[src/rtl/mcos_pkg.sv]
package mcos_pkg;

    typedef enum logic [1:0] {
        ST_INIT   = 2'b00,
        ST_CONFIG = 2'b01,
        ST_ACCESS = 2'b10,
        ST_LOWPWR = 2'b11
    } op_state_t;

    typedef enum logic [1:0] {
        OP_NOP  = 2'b00,
        OP_CFG  = 2'b01,
        OP_GO   = 2'b10,
        OP_WAKE = 2'b11
    } op_cmd_t;

endpackage

[src/rtl/mcos_cmd_check.sv]
module mcos_cmd_check
    import mcos_pkg::*;
(
    input  op_state_t  cur_state,
    input  logic [1:0] code,
    output logic       legal,
    output op_state_t  dest
);

    // Legality table: each state lists the one code that may leave it
    always_comb begin
        legal = 1'b0;
        dest  = cur_state;
        unique case (cur_state)
            ST_INIT: begin
                if (code == OP_CFG) begin
                    legal = 1'b1;
                    dest  = ST_CONFIG;
                end
            end
            ST_CONFIG: begin
                if (code == OP_GO) begin
                    legal = 1'b1;
                    dest  = ST_ACCESS;
                end
            end
            ST_ACCESS: begin
                if (code == OP_CFG) begin
                    legal = 1'b1;
                    dest  = ST_CONFIG;
                end
            end
            ST_LOWPWR: begin
                if (code == OP_WAKE) begin
                    legal = 1'b1;
                    dest  = ST_ACCESS;
                end
            end
            default: begin
                legal = 1'b0;
                dest  = cur_state;
            end
        endcase
    end

endmodule

[src/rtl/mcos_lat_timer.sv]
module mcos_lat_timer #(
    parameter int LAT_W = 4
) (
    input  logic             clk,
    input  logic             rst_n,
    input  logic             start,
    input  logic [LAT_W-1:0] lat_in,
    output logic             busy,
    output logic             done
);

    localparam logic [LAT_W-1:0] ONE = LAT_W'(1);

    logic [LAT_W-1:0] cnt_q;
    logic             busy_q;

    always_ff @(posedge clk or negedge rst_n) begin
        if (!rst_n) begin
            cnt_q  <= '0;
            busy_q <= 1'b0;
        end else if (start) begin
            busy_q <= 1'b1;
            cnt_q  <= (lat_in == '0) ? ONE : lat_in;
        end else if (busy_q) begin
            if (cnt_q == ONE) begin
                busy_q <= 1'b0;
            end
            cnt_q <= cnt_q - ONE;
        end
    end

    always_comb begin
        busy = busy_q;
        done = busy_q && (cnt_q == ONE);
    end

endmodule

[src/rtl/mcos_opstate_ctrl.sv]
module mcos_opstate_ctrl
    import mcos_pkg::*;
#(
    parameter int LAT_W = 4
) (
    input  logic             clk,
    input  logic             rst_n,
    input  logic             cmd_valid,
    input  logic [1:0]       cmd_code,
    input  logic [LAT_W-1:0] lat_cycles,
    input  logic             hw_lp_en,
    input  logic             hw_lp_req,
    output logic             cmd_ready,
    output logic             cmd_ack,
    output logic             cmd_nack,
    output logic             busy,
    output logic [1:0]       status
);

    op_state_t state_q;
    op_state_t target_q;
    op_state_t cmd_dest;
    logic      cmd_legal;
    logic      sw_start;
    logic      hw_start;
    logic      move_start;
    logic      move_done;
    logic      tmr_busy;

    mcos_cmd_check u_check (
        .cur_state (state_q),
        .code      (cmd_code),
        .legal     (cmd_legal),
        .dest      (cmd_dest)
    );

    mcos_lat_timer #(.LAT_W(LAT_W)) u_timer (
        .clk    (clk),
        .rst_n  (rst_n),
        .start  (move_start),
        .lat_in (lat_cycles),
        .busy   (tmr_busy),
        .done   (move_done)
    );

    // Start of a move: a legal command wins over a hardware low-power request
    always_comb begin
        sw_start   = cmd_valid && !tmr_busy && cmd_legal;
        hw_start   = !tmr_busy && (state_q == ST_ACCESS) && hw_lp_en
                     && hw_lp_req && !sw_start;
        move_start = sw_start || hw_start;
    end

    // State register: the destination is latched at start and applied at done
    always_ff @(posedge clk or negedge rst_n) begin
        if (!rst_n) begin
            state_q  <= ST_INIT;
            target_q <= ST_INIT;
        end else begin
            if (sw_start) begin
                target_q <= cmd_dest;
            end else if (hw_start) begin
                target_q <= ST_LOWPWR;
            end
            if (move_done) begin
                state_q <= target_q;
            end
        end
    end

    // Outputs
    always_comb begin
        cmd_ready = !tmr_busy;
        cmd_ack   = cmd_valid && !tmr_busy && cmd_legal;
        cmd_nack  = cmd_valid && !tmr_busy && !cmd_legal;
        busy      = tmr_busy;
        status    = state_q;
    end

endmodule

[config.mk]
export PLATFORM = sky130hd
export DESIGN_NAME = mcos_opstate_ctrl
export DESIGN_NICKNAME = d
export VERILOG_FILES = /design/src/rtl/mcos_pkg.sv /design/src/rtl/mcos_cmd_check.sv /design/src/rtl/mcos_lat_timer.sv /design/src/rtl/mcos_opstate_ctrl.sv
export SDC_FILE = /design/constraint.sdc
export NUM_CORES = 1
export LEC_CHECK = 0
export BUFFER_PORTS_ARGS = -buffer_cell sky130_fd_sc_hd__buf_2
export CAP_MARGIN = 10
export CORE_AREA = 2 2 39 41
export DETAILED_ROUTE_END_ITERATION = 6
export DIE_AREA = 0 0 41 43
export HOLD_SLACK_MARGIN = 0.08
export PLACE_DENSITY = 0.64
export SLEW_MARGIN = 25
export SYNTH_ARGS = -nofsm -noshare
export SYNTH_HDL_FRONTEND = slang
export SYNTH_SLANG_ARGS = --single-unit
[constraint.sdc]
create_clock -name clk -period 2.9 [get_ports clk]
set_clock_uncertainty 0.2 [all_clocks]
set_input_delay 0 -clock clk [delete_from_list [all_inputs] [get_ports clk]]
set_output_delay 0 -clock clk [all_outputs]
set_load 0.02 [all_outputs]
==> results.cfg <==
[run_status]
outcome = finished, final reports clean

[sta]
worstMarginPinSlew_ns = 0.4154
min_period_ns = 2.343
period_share_pct = 80.79
setup_tns_ns = 0
hold_ws_ns = 0.1231
max_slew_margin_pct = 72.21
fmax_mhz = 426.8
rsz0062_at_grt = false
hold_viol = 0
maxSlewViolCount = 0
setup_viol = 0

[route]
drt_wl_total_mm = 1.220
num_vias = 467
firstDrtPassIters = 4
drt_iter0_drc = 12
wl_per_cell_um = 12.58
drtAntennaViolNets = 0
drc = 0
via_per_inst = 4.814

[floorplanning]
die_w_um = 41
rows = 14
ioPinCount = 17
core-area_um2 = 1384
dieArea_um2 = 1763
initial_core_util_pct = 38.70
die_height_um = 43

[power_and_ir_drop]
p_per_area_nw_per_um2 = 982.9
peakVddDrop_mv = 0.3878
p_leak_nw = 0.3519

[yosys]
yosys.area.top_type = dfrtp_1
synth_edf_count = 0
yosys.area_share.simple_pct = 20.79
synth_top_family_by_area = simple AND/OR/NAND/NOR gates
syn-num-nets = 65
yosysMostFrequentCell = dfrtp_1
synth_fa_ha_area_share_pct = 4.673
yosys_most_used_dff = dfrtp_1
async_flop_share_pct = 100.0
synth-compound-area-share_pct = 15.42
synth_top_cell_area_share_pct = 42.06
synth_common_cells = dfrtp_1, nor2_1, nor3_1
muxShareOfSynthArea_pct = 4.206
syn_area_per_cell_um2 = 10.30
yosys-top-cells-area = dfrtp_1, nor2_1, xnor2_1, ha_1, buf_6
ys_types = 25
syn_inst = 52
yosysWarnings = 0
netlist_area_um2 = 535.5
synthXorXnorAreaFrac_pct = 6.542
synth.ff_latch_count = 9
ys_seq_area_share_pct = 42.06

[grt]
grt_max_degree = 11
antenna_found_initial = 0
grt_pass1_wl_mm = 1.938
grtUsageTotal_pct = 17.16
grt_pass1_vias = 434
overflow = 0

[job]
maxCapViolations = 0

[setup_path]
required_ns = 2.88
cp_num_buf_inv = 1
critical_path_class = flip-flop to flip-flop
reg2regPathDepth = 5
worstPathMaxFanout = 10
slowest_delay_ns = 0.57
arrival_ns = 2.33
regToRegEndpoint = u_timer.cnt_q[0]
cp_slowest_cell = dlygate4sd3_1
path_delay_family = simple AND/OR/NAND/NOR gates
r2r_setup_slack_ns = 0.56
start_kind = flip-flop
crit_chain = and4b_4 > a22o_4 > or2_1 > a21oi_1 > dlygate4sd3_1
end_kind = flip-flop
r2r_start = u_timer.busy

[placement]
gp_congestion = 0.7372
dp_hpwl_um = 908.1
port_buffers = 16

[cells_and_area]
nNetsFinal = 95
syn2layout_area_growth_pct = 39.95
n_antenna_cell = 0
drive_above_1_share_pct = 28.40

[clocking]
root_buffer = clkbuf_4
cts_resized = 0
cts.htree.levels = 1
clk_pin_slew_ns = 0.06
clock_latency_ns = 0.25
cts_sinks = 9
cts_buffers = 3
clock_path_buffers = 2
cts_tree = done

[worst_hold_path]
whs_endpoint = target_q[0]
hold_depth = 4
min_path_type = primary input to flip-flop
worstHoldStart = cmd_code[1]
cell type report:
cell class              instances  area (µm²)
fillers                       122       634.4
well taps                      16       20.02
clock buffers                   4       26.28
inverters                       3       11.26
repair buffers                 27       190.2
flip-flops and latches          9       225.2
multi-input cells              38       276.5
repair_timing:
action,in CTS,in global routing
setup endpoints to repair,0,0
endpoints found under the hold margin,15,0
hold buffers,11,0
buffers inserted,0,0
flip-flops by register name, summed over array words and instances (netlist names):
register	count
u_timer.busy	1
target_q	2
status	2
u_timer.cnt_q	4
placed cells by master (no fill, tap or decap):
cell type / count
buf_2: 16
o21ai_0: 2
inv_1: 3
clkbuf_4: 3
or2_1: 1
and4_1: 1
o21a_1: 1
ha_1: 2
a21oi_1: 1
dlygate4sd3_1: 11
nor2_1: 7
mux2_2: 2
and3_1: 1
clkbuf_1: 1
nor3b_1: 1
a31oi_1: 1
nand2_1: 2
xor2_1: 1
a221o_1: 2
o311ai_1: 1
nand2b_1: 1
xnor2_1: 3
a22o_4: 1
nor4b_1: 1
a21o_1: 1
nor3_1: 4
and4b_4: 1
dfrtp_1: 9
power by group:
group,leakage [nW],internal (W),total (W),switching [W]
Clock,0.0150,0.0000528,0.0000929,0.0000401
Sequential,0.107,0.000189,0.000261,0.0000722
Combinational,0.229,0.000196,0.000383,0.000186
Total,0.352,0.000438,0.000737,0.000299
worst max path at each step:
stage,from,endpoint,slack [ns],cells past startpoint
after floorplan,u_timer.busy,u_timer.cnt_q[3],0.80,6
after global placement,u_timer.busy,u_timer.cnt_q[3],0.94,4
after detailed placement,u_timer.busy,u_timer.cnt_q[3],0.87,4
after CTS,u_timer.busy,u_timer.cnt_q[0],0.57,5
after global routing,u_timer.busy,u_timer.cnt_q[0],0.44,5
final,u_timer.busy,u_timer.cnt_q[0],0.56,5
tightest hold or removal path, stage by stage:
cell     delay (ns)
buf_2          0.12
and4b_4        0.21
nand2_1        0.08
o21a_1         0.13
stage by stage:
stage	cell area, µm²	std cells	setup slack [ns]	power (W)	util, %
2_1_floorplan	535.5	52	0.8005	0.0005213	-
3_3_place_gp	613.1	82	0.9388	0.0005897	44.30
3_5_place_dp	613.1	82	0.8739	0.0006012	44.30
4_1_cts	749.5	97	0.5709	0.0007417	54.16
5_1_grt	749.5	97	0.4358	0.0007937	54.16
6_report	749.5	97	0.5571	0.0007367	54.16
layer usage:
metal | global-route usage [%] | share of wire (%) | wire length (µm)
met2 | 25.94 | 50 | 614
met1 | 20.67 | 45 | 544
met5 | 0 | 0 | 0
met3 | 3.141 | 3.4 | 41
met4 | 12.00 | 1.6 | 20
kinds of logic after synthesis:
kind of cell             count (synthesis)
adder cells (fa/ha/maj)                  2
AND/OR/NAND/NOR                         20
multiplexers                             2
flip-flops                               9
buffers and inverters                    5
AO/OA/AOI/OAI                           10
XOR/XNOR                                 4
No activity file was read; power rests on OpenSTA's default activity.
